<file path="src/rtl/dbf_pkg.sv">
package dbf_pkg;
   typedef enum logic {
      BUS_COMBINED = 1'b0,
      BUS_SPLIT    = 1'b1
   } bus_style_e;

   typedef struct packed {
      logic rd_n;
      logic wr_n;
      logic sel0_n;
      logic sel1_n;
   } bus_pins_t;

   localparam int unsigned PIN_COUNT = 4;
endpackage

</file>
<file path="src/rtl/dbf_sync.sv">
module dbf_sync #(
   parameter int unsigned WIDTH   = 4,
   parameter int unsigned STAGES  = 2,
   parameter logic [WIDTH-1:0] RST_VAL = '1
) (
   input  logic             clk,
   input  logic             rst_n,
   input  logic [WIDTH-1:0] d,
   output logic [WIDTH-1:0] q
);
   if (STAGES < 2) begin : g_bad_stages
      $error("dbf_sync: STAGES must be at least 2");
   end

   logic [WIDTH-1:0] chain [STAGES];

   for (genvar s = 0; s < STAGES; s++) begin : g_stage
      if (s == 0) begin : g_first
         always_ff @(posedge clk or negedge rst_n) begin
            if (!rst_n) chain[0] <= RST_VAL;
            else        chain[0] <= d;
         end
      end else begin : g_next
         always_ff @(posedge clk or negedge rst_n) begin
            if (!rst_n) chain[s] <= RST_VAL;
            else        chain[s] <= chain[s-1];
         end
      end
   end

   assign q = chain[STAGES-1];
endmodule

</file>
<file path="src/rtl/dbf_decode.sv">
module dbf_decode
   import dbf_pkg::*;
#(
   parameter int unsigned NUM_CH = 2
) (
   input  logic              clk,
   input  logic              rst_n,
   input  bus_style_e        style,
   input  bus_pins_t         pins,
   output logic [NUM_CH-1:0] wr_en,
   output logic              rd_en,
   output logic              rd_ch
);
   if (NUM_CH != 2) begin : g_bad_ch
      $error("dbf_decode: exactly two channels are decoded");
   end

   logic wr_n_q;
   logic sel0_n_q;
   logic wr_rise;
   logic sel0_rise;

   always_ff @(posedge clk or negedge rst_n) begin
      if (!rst_n) begin
         wr_n_q   <= 1'b1;
         sel0_n_q <= 1'b1;
      end else begin
         wr_n_q   <= pins.wr_n;
         sel0_n_q <= pins.sel0_n;
      end
   end

   assign wr_rise   = pins.wr_n & ~wr_n_q;
   assign sel0_rise = pins.sel0_n & ~sel0_n_q;

   always_comb begin
      wr_en = '0;
      rd_en = 1'b0;
      rd_ch = 1'b0;
      if (style == BUS_SPLIT) begin
         wr_en[0] = wr_rise & ~pins.sel0_n;
         wr_en[1] = wr_rise & ~pins.sel1_n;
         rd_en    = ~pins.rd_n & (~pins.sel0_n | ~pins.sel1_n);
         rd_ch    = pins.sel0_n;
      end else begin
         wr_en[0] = sel0_rise & ~pins.wr_n & ~pins.sel1_n;
         wr_en[1] = sel0_rise & ~pins.wr_n &  pins.sel1_n;
         rd_en    = ~pins.sel0_n & pins.wr_n;
         rd_ch    = pins.sel1_n;
      end
   end

   // a split-style write follows a low write strobe one cycle earlier
   a_r2_commit_on_strobe_release: assert property (@(posedge clk) disable iff (!rst_n)
      (style == BUS_SPLIT && |wr_en) |-> ($past(pins.wr_n) == 1'b0));

   // a combined-style write follows a low device select one cycle earlier
   a_r5_commit_on_select_release: assert property (@(posedge clk) disable iff (!rst_n)
      (style == BUS_COMBINED && |wr_en) |-> ($past(pins.sel0_n) == 1'b0));
endmodule

</file>
<file path="src/rtl/dbf_regbank.sv">
module dbf_regbank #(
   parameter int unsigned DATA_W   = 8,
   parameter int unsigned ADDR_W   = 3,
   parameter int unsigned MCR_IDX  = 4,
   parameter int unsigned GATE_BIT = 3
) (
   input  logic              clk,
   input  logic              rst_n,
   input  logic              wr_en,
   input  logic [ADDR_W-1:0] wr_addr,
   input  logic [DATA_W-1:0] wr_data,
   input  logic [ADDR_W-1:0] rd_addr,
   output logic [DATA_W-1:0] rd_data,
   output logic              gate
);
   localparam int unsigned DEPTH = 1 << ADDR_W;

   if (MCR_IDX >= DEPTH) begin : g_bad_idx
      $error("dbf_regbank: MCR_IDX outside register range");
   end
   if (GATE_BIT >= DATA_W) begin : g_bad_bit
      $error("dbf_regbank: GATE_BIT outside register width");
   end

   logic [DATA_W-1:0] regs [DEPTH];

   for (genvar i = 0; i < DEPTH; i++) begin : g_reg
      always_ff @(posedge clk or negedge rst_n) begin
         if (!rst_n)                                     regs[i] <= '0;
         else if (wr_en && wr_addr == ADDR_W'(i))        regs[i] <= wr_data;
      end
   end

   assign rd_data = regs[rd_addr];
   assign gate    = regs[MCR_IDX][GATE_BIT];

   // a committed write is visible at its address on the next cycle
   a_r2_write_lands: assert property (@(posedge clk) disable iff (!rst_n)
      wr_en |=> (regs[$past(wr_addr)] == $past(wr_data)));

   // a register not addressed by a write keeps its value
   a_r9_mcr_untouched: assert property (@(posedge clk) disable iff (!rst_n)
      (!wr_en || wr_addr != ADDR_W'(MCR_IDX)) |=> $stable(regs[MCR_IDX]));
endmodule

</file>
<file path="src/rtl/dbf_irq.sv">
module dbf_irq
   import dbf_pkg::*;
#(
   parameter int unsigned NUM_CH = 2
) (
   input  bus_style_e        style,
   input  logic [NUM_CH-1:0] gate,
   input  logic [NUM_CH-1:0] req,
   output logic [NUM_CH-1:0] irq_o,
   output logic [NUM_CH-1:0] irq_oe,
   output logic [NUM_CH-1:0] op2_n
);
   for (genvar c = 0; c < NUM_CH; c++) begin : g_ch
      if (c == 0) begin : g_shared
         always_comb begin
            if (style == BUS_SPLIT) begin
               irq_o[c]  = req[c];
               irq_oe[c] = gate[c];
            end else begin
               irq_o[c]  = 1'b0;
               irq_oe[c] = |req;
            end
         end
      end else begin : g_own
         always_comb begin
            irq_o[c]  = (style == BUS_SPLIT) ? req[c]  : 1'b0;
            irq_oe[c] = (style == BUS_SPLIT) ? gate[c] : 1'b0;
         end
      end
      assign op2_n[c] = ~gate[c];
   end
endmodule

</file>
<file path="src/rtl/dual_bus_front.sv">
module dual_bus_front
   import dbf_pkg::*;
#(
   parameter int unsigned DATA_W      = 8,
   parameter int unsigned ADDR_W      = 3,
   parameter int unsigned NUM_CH      = 2,
   parameter int unsigned SYNC_STAGES = 2,
   parameter int unsigned MCR_IDX     = 4,
   parameter int unsigned GATE_BIT    = 3
) (
   input  logic              clk,
   input  logic              rst_n,
   input  logic              mode_split,
   input  logic [2:0]        addr,
   input  logic [7:0]        data_in,
   output logic [7:0]        data_out,
   output logic              data_oe,
   input  logic              rd_n,
   input  logic              wr_n,
   input  logic              sel0_n,
   input  logic              sel1_n,
   input  logic [1:0]        irq_req,
   output logic [1:0]        irq_o,
   output logic [1:0]        irq_oe,
   output logic [1:0]        op2_n
);
   if (NUM_CH != 2) begin : g_bad_ch
      $error("dual_bus_front: NUM_CH must be 2");
   end
   if (DATA_W != 8 || ADDR_W != 3) begin : g_bad_bus
      $error("dual_bus_front: port widths fixed at 8 data and 3 address bits");
   end

   bus_style_e        style;
   bus_pins_t         raw_pins;
   bus_pins_t         pins_s;
   logic [NUM_CH-1:0] wr_en;
   logic              rd_en;
   logic              rd_ch;
   logic [NUM_CH-1:0] gate;
   logic [DATA_W-1:0] rd_data [NUM_CH];

   assign style    = bus_style_e'(mode_split);
   assign raw_pins = '{rd_n: rd_n, wr_n: wr_n, sel0_n: sel0_n, sel1_n: sel1_n};

   dbf_sync #(
      .WIDTH   (PIN_COUNT),
      .STAGES  (SYNC_STAGES),
      .RST_VAL ({PIN_COUNT{1'b1}})
   ) u_sync (
      .clk   (clk),
      .rst_n (rst_n),
      .d     (raw_pins),
      .q     (pins_s)
   );

   dbf_decode #(.NUM_CH(NUM_CH)) u_decode (
      .clk   (clk),
      .rst_n (rst_n),
      .style (style),
      .pins  (pins_s),
      .wr_en (wr_en),
      .rd_en (rd_en),
      .rd_ch (rd_ch)
   );

   for (genvar c = 0; c < NUM_CH; c++) begin : g_bank
      dbf_regbank #(
         .DATA_W   (DATA_W),
         .ADDR_W   (ADDR_W),
         .MCR_IDX  (MCR_IDX),
         .GATE_BIT (GATE_BIT)
      ) u_bank (
         .clk     (clk),
         .rst_n   (rst_n),
         .wr_en   (wr_en[c]),
         .wr_addr (addr),
         .wr_data (data_in),
         .rd_addr (addr),
         .rd_data (rd_data[c]),
         .gate    (gate[c])
      );
   end

   assign data_oe  = rd_en;
   assign data_out = rd_en ? rd_data[rd_ch] : '0;

   dbf_irq #(.NUM_CH(NUM_CH)) u_irq (
      .style  (style),
      .gate   (gate),
      .req    (irq_req),
      .irq_o  (irq_o),
      .irq_oe (irq_oe),
      .op2_n  (op2_n)
   );

   // at most one channel is written in any cycle
   a_r2_one_channel: assert property (@(posedge clk) disable iff (!rst_n)
      $onehot0(wr_en));

   // the bus is driven only while a select is active
   a_r4_drive_needs_select: assert property (@(posedge clk) disable iff (!rst_n)
      data_oe |-> (!pins_s.sel0_n || (style == BUS_SPLIT && !pins_s.sel1_n)));

   // no bus drive in a cycle that commits a write
   a_r3_no_drive_on_commit: assert property (@(posedge clk) disable iff (!rst_n)
      (|wr_en) |-> !data_oe);
endmodule

</file>
<file path="config.mk">
export PLATFORM = sky130hd
export DESIGN_NAME = dual_bus_front
export DESIGN_NICKNAME = d
export VERILOG_FILES = /design/src/rtl/dbf_pkg.sv /design/src/rtl/dbf_sync.sv /design/src/rtl/dbf_decode.sv /design/src/rtl/dbf_regbank.sv /design/src/rtl/dbf_irq.sv /design/src/rtl/dual_bus_front.sv
export SDC_FILE = /design/constraint.sdc
export NUM_CORES = 1
export LEC_CHECK = 0
export CAP_MARGIN = 20
export CORE_UTILIZATION = 28
export CTS_BUF_LIST = sky130_fd_sc_hd__clkbuf_4 sky130_fd_sc_hd__clkbuf_8
export DETAILED_ROUTE_END_ITERATION = 7
export DONT_BUFFER_PORTS = 1
export GPL_TIMING_DRIVEN = 0
export HOLD_SLACK_MARGIN = 0.03
export SYNTH_ARGS = -nofsm -noshare
export SYNTH_HDL_FRONTEND = slang
export SYNTH_SLANG_ARGS = --single-unit
</file>
<file path="constraint.sdc">
create_clock -name clk -period 2.45 [get_ports clk]
set_input_delay 0 -clock clk [delete_from_list [all_inputs] [get_ports clk]]
set_output_delay 0 -clock clk [all_outputs]
set_load 0.005 [all_outputs]
</file>
=== Yosys cells after proc, flatten, opt, wreduce, memory -nomap -nowiden ===
Cells that the tools add are included.
W data, S select, Z words.

* Bits of input ports: 20
* Logic and storage cells: 84
* Register bits: 138
* Output and inout bits: 15

* Bitwise operators: 20
* Muxes and demuxes: 17
* Reduce and logical (&&, ||, !) cells: 18
* Equality and inequality tests: 7
* $lt $le $gt $ge: 2

{| class="wikitable"
|+ Operator list
! operator !! count
|-
| $mux W8 || 8
|-
| $bmux W8 S3 || 2
|-
| $logic_and A1 B1 Y1 || 16
|-
| $eq A3 B3 Y1 const B || 4
|-
| $and A1 B1 Y1 || 9
|-
| $not A1 Y1 || 8
|-
| $eq A3 B2 Y1 const B || 2
|-
| $mux W1 || 6
|-
| $ge A4 B4 Y1 const B || 1
|-
| $not A3 Y4 || 1
|-
| $eq A3 B1 Y1 const B || 1
|-
| $logic_not A3 Y1 || 1
|-
| $ge A2 B2 Y1 const B || 1
|-
| $mux W2 || 1
|-
| $not A1 Y2 || 1
|-
| $reduce_or A2 Y1 || 1
|-
| $or A1 B1 Y1 || 1
|}

=== Logic depth before layout (Yosys ltp) ===
* Word-level depth: 8
* Depth in mapped cells: 6

=== By module ===
A second synthesis with hierarchy kept.

* Cells, all modules: 394
* Area total of the unflattened synthesis: 6542.5 µm²

{| class="wikitable"
|+ Modules (own cells, without submodules)
! module !! sequential area each (µm²) !! cells each !! area an instance (µm²) !! times used
|-
| dbf_regbank || 1601.5 || 172 || 2992.9 || 2
|-
| dbf_sync || 210.2 || 12 || 240.2 || 1
|-
| dual_bus_front || 0.0 || 17 || 141.4 || 1
|-
| dbf_decode || 52.6 || 14 || 135.1 || 1
|-
| dbf_irq || 0.0 || 7 || 40.0 || 1
|}

=== Least setup slack after synthesis ===
No wires, ideal clock.

* Path kind: register to register
* Start point: register u_sync.chain (netlist bit u_sync.q[1])
* End point: register g_bank[1].u_bank.regs[15] (netlist bit)
* Period minus slack after synthesis: 2235 ps
* Path slack: 215 ps
* Cell stages (with the launch flop): 6
* Library setup time: 125 ps
* Required time: 2325 ps
* Buffers on the path: 1
* Arrival time: 2110 ps
* Cell sequence: dfstp_2 > buf_4 > or4b_4 > mux2_2 > nor2_2 > mux2_2

* Longest elaborated chain between the ends: 5

{| class="wikitable"
|+ RTL lines
! item !! RTL line !! source
|-
| from (decl) || dbf_sync.sv:15 || <nowiki>logic [WIDTH-1:0] chain [STAGES];</nowiki>
|-
| from (signal, indexed assignment) || dbf_sync.sv:26 || <nowiki>else chain[s] <= chain[s-1];</nowiki>
|-
| $and A1 B1 Y1 || dbf_decode.sv:34 || <nowiki>assign sel0_rise = pins.sel0_n & ~sel0_n_q;</nowiki>
|-
| $and A1 B1 Y1 (2 in a row) || dbf_decode.sv:47 || <nowiki>wr_en[1] = sel0_rise & ~pins.wr_n & pins.sel1_n;</nowiki>
|-
| $mux W2 || dbf_decode.sv:40 || <nowiki>if (style == BUS_SPLIT) begin</nowiki>
|-
| $logic_and A1 B1 Y1 || dbf_regbank.sv:30 || <nowiki>else if (wr_en && wr_addr == ADDR_W'(i)) regs[i] <= wr_data;</nowiki>
|-
| to (signal, indexed assignment) || dbf_regbank.sv:30 ||
|-
| to (decl) || dbf_regbank.sv:25 || <nowiki>logic [DATA_W-1:0] regs [DEPTH];</nowiki>
|}

Every way passes these cells.
A chain may end at the register's enable or synchronous reset.

=== Final worst setup path ===
* Start point: register u_sync.chain (netlist bit u_sync.q[1])
* End point: register g_bank[0].u_bank.regs[58] (netlist bit)

* Longest elaborated chain between the ends: 5
* Elaborated cells on any way between the ends: 7
* Classes of those cells: mux: 1; bitwise: 5; reduce/logical: 1

{| class="wikitable"
|+ RTL lines
! item !! RTL line !! source
|-
| $and A1 B1 Y1 || dbf_decode.sv:34 ||
|-
| $and A1 B1 Y1 (2 in a row) || dbf_decode.sv:46 || <nowiki>wr_en[0] = sel0_rise & ~pins.wr_n & ~pins.sel1_n;</nowiki>
|-
| $mux W2 (*) || dbf_decode.sv:40 ||
|-
| $logic_and A1 B1 Y1 (*) || dbf_regbank.sv:30 ||
|-
| to (signal, indexed assignment) || dbf_regbank.sv:30 ||
|-
| to (decl) || dbf_regbank.sv:25 ||
|}

Mark *: on every way between the ends. The rest lies on a longest branch, timed or not.

==> impl_metrics.csv <==
group,metric,value,unit
run_status,status,"finished, violations left",
run_status,failed_checks,"DRC, hold timing",
global_route,grt_max_degree,139,
setup_path,path_max_fanout,9,
setup_path,crit_path_start,"u_sync.q[1]",
timing,setup_viol,0,
cts,ctsHoldBuffers,12,
layout,layout-drive-gt1-share,0.5126,
layout,syn2layout_area_growth,17.20,%
timing,finalSetupTns,0,ps
run,cap_violations,0,
cts,clock_latency,460,ps
layout,n_fill_cell,2118,
floorplan,die_h,152.7,microns
setup_path,crit_path_start_kind,"flip-flop",
route,drt_pass1_iterations,8,
setup_path,crit_end,"g_bank[0].u_bank.regs[58]",
timing,max-slew-margin-rel,0.4756,
floorplan,pin_count,35,
yosys,synthSimpleGateAreaFrac,0.05137,
power,power.total,5.646,mW
yosys,yosysSeqAreaShare,0.5452,
timing,slew_viol_final,0,
yosys,yosysTopAreaCell,"dfrtp_1",
route,avgRoutedWirePerCell,21.55,microns
placement,io_buffers,0,
floorplan,core_area,0.02203,sq mm
yosys,ys_ff_latch,138,
setup_path,crit_type,"flip-flop to flip-flop",
timing,hold_viol,138,
route,drt_iter0_drc,225,
cts,root_buffer,"clkbuf_8",
global_route,track_usage,0.1476,
route,num_vias,3813,
layout,final_cell_mix,"mux2_2, dfrtp_1, mux4_2, mux2i_1, clkbuf_8",
cts,numCtsBuffers,17,
yosys,syn_area,0.006357,sq mm
route,drc_errors,1,
yosys,syn_avg_cell_area,15.06,sq um
setup_path,endpoint_kind,"flip-flop",
setup_path,rr_worst_depth,5,
power,p_leak,3.256,nW
route,ant_nets,0,
floorplan,die_w,152.7,microns
placement,place.gp.congestion,0.7595,
yosys,synth_compound_area_frac,0.03444,
yosys,syn-num-nets,442,
timing,min_period_over_period,0.9767,
route,vias_per_cell,5.044,
yosys,yosys.area.top_type_share,0.5038,
yosys,synth_cells,422,
cts,path_clk_slew,80,ps
floorplan,dieArea,0.02331,sq mm
placement,place_area,0.006715,sq mm
layout,finalInstanceArea,0.007451,sq mm
layout,diodes,0,
yosys,synth-adder-area-share,0,
timing,fmax,417.9,MHz
setup_path,rr_endpoint,"g_bank[0].u_bank.regs[58]",
timing,rsz0062_at_grt,"yes",
yosys,synth_edf_count,0,
layout,layout_commonest_cell,"mux2_2",
cts,cts_max_level,4,
yosys,ys_warn_count,0,
global_route,grt_remaining_overflow,0,
cts,cts.sinks,138,
route,totalWireLength,16290,microns
floorplan,initial_core_util,0.2886,
global_route,grt_pass1_wl,25260,microns
power,power.density,757.8,mW/mm^2
hold_path,hold_path.class,"input pin to asynchronous set/reset pin",
cts,cts_tree,"yes",
timing,skew,11.89,ps
setup_path,arrival,2740,ps
yosys,synthArstFlopShare,1.000,
yosys,synth_flop_cell,"dfrtp_1",
floorplan,row_count,54,
global_route,grt_pass1_vias,4120,
placement,hpwl,10480,microns
setup_path,regToRegSetupSlack,60,ps
yosys,ys_top_cells_by_area,"dfrtp_1, mux2_2, mux4_2",
global_route,grt_antenna_before_repair,0,
layout,nets,484,
yosys,synth-xor-area-share,0,
setup_path,crit_required,2800,ps
power,vdd_ir_drop_max,314.6,uV
timing,worstMarginPinSlew,786.6,ps
yosys,synth_top_family_by_area,"multiplexers",
timing,hold_ws,-762.7,ps
cts,clockBufferDepth,2,
timing,fin_crit,2393,ps
yosys,yosysUniqueCellTypes,37,
yosys,synth_mux_area_frac,0.3470,
setup_path,r2r_start,"u_sync.q[1]",
==> cell usage after synthesis, types with 4 or more instances <==
library cell and count:
dfstp_2 10, nand2_1 6, buf_2 10, and2_1 6, mux2_2 133, mux2i_1 19
inv_1 6, dfrtp_1 128, nand2b_1 4, nor2_2 4, nor3_4 4, o22ai_1 13
clkbuf_1 12, nand2_2 6, mux4_2 23, nor3_1 4
==> registers in the layout, indices dropped and copies added (netlist names) <==
name,count
g_bank.u_bank.gate,2
u_sync.chain,4
u_decode.sel0_n_q,1
g_bank.u_bank.regs,126
u_decode.wr_n_q,1
u_sync.q,4
==> kinds of logic (layout without fill, tap and decap cells) <==
group           after synthesis  in the layout
compound gates               31             31
buf+inv                      31             85
flops                       138            138
mux                         175            175
simple gates                 47             47
==> worst min-delay path by stage <==
stage | start | to | slack, ps | depth (start not counted)
after floorplan | rst_n | g_bank[0].u_bank.gate | -300 | 0
after global placement | rst_n | g_bank[1].u_bank.gate | -290 | 0
after detailed placement | rst_n | g_bank[1].u_bank.regs[29] | -290 | 0
after CTS | rst_n | g_bank[1].u_bank.regs[43] | -800 | 0
after global routing | rst_n | g_bank[1].u_bank.regs[10] | -800 | 0
final | rst_n | g_bank[1].u_bank.regs[13] | -760 | 0
==> where the power goes <==
group          leakage (nW)  internal [mW]  switching, mW  total [mW]
Clock                 0.200           1.02          0.913        1.93
Combinational          1.28          0.520          0.324       0.844
Sequential             1.77           2.68          0.193        2.87
==> area by class of cell <==
| type | instances | area [sq um] | area share |
|---|---|---|---|
| Sequential cell | 138 | 3466 | 0.4652 |
| Multi-Input combinational cell | 253 | 2821 | 0.3787 |
| Tap cell | 280 | 350.3 | 0.04702 |
| Timing Repair Buffer | 23 | 265.3 | 0.03560 |
| Clock buffer | 18 | 241.5 | 0.03241 |
| Clock inverter | 13 | 166.4 | 0.02233 |
| Buffer | 25 | 117.6 | 0.01579 |
| Inverter | 6 | 22.52 | 0.003023 |
==> layer usage <==
layer / global-route usage / part of all wire
met5: 0 / 0
met4: 0.06638 / 0.027
met2: 0.2298 / 0.48
met1: 0.1899 / 0.45
met3: 0.04295 / 0.045
==> through the flow <==
stage	hold WS (ps)	cells	utilization	worst slack (ps)
3_3_place_gp	-290.7	702	0.3045	-169.2
2_1_floorplan	-295.6	422	-	214.7
5_1_grt	-804.6	756	0.3383	-8.427
3_5_place_dp	-288.2	703	0.3049	-210.8
4_1_cts	-796.8	753	0.3332	-191.4
6_report	-762.7	756	0.3383	57.04
==> critical path, cell delays in order (launching register included) <==
cell	delay, ps
dfstp_2	540
buf_4	160
or4b_4	530
o22ai_2	350
nand2_2	330
mux2_2	370
==> what timing repair did <==
action                                 CTS  global route
gates resized for setup                  3             9
setup buffers                            7             3
pin swaps                                3             5
endpoints found under the hold margin  190           138
setup endpoints to repair              116           107
Power figures use the tool's default switching activity.
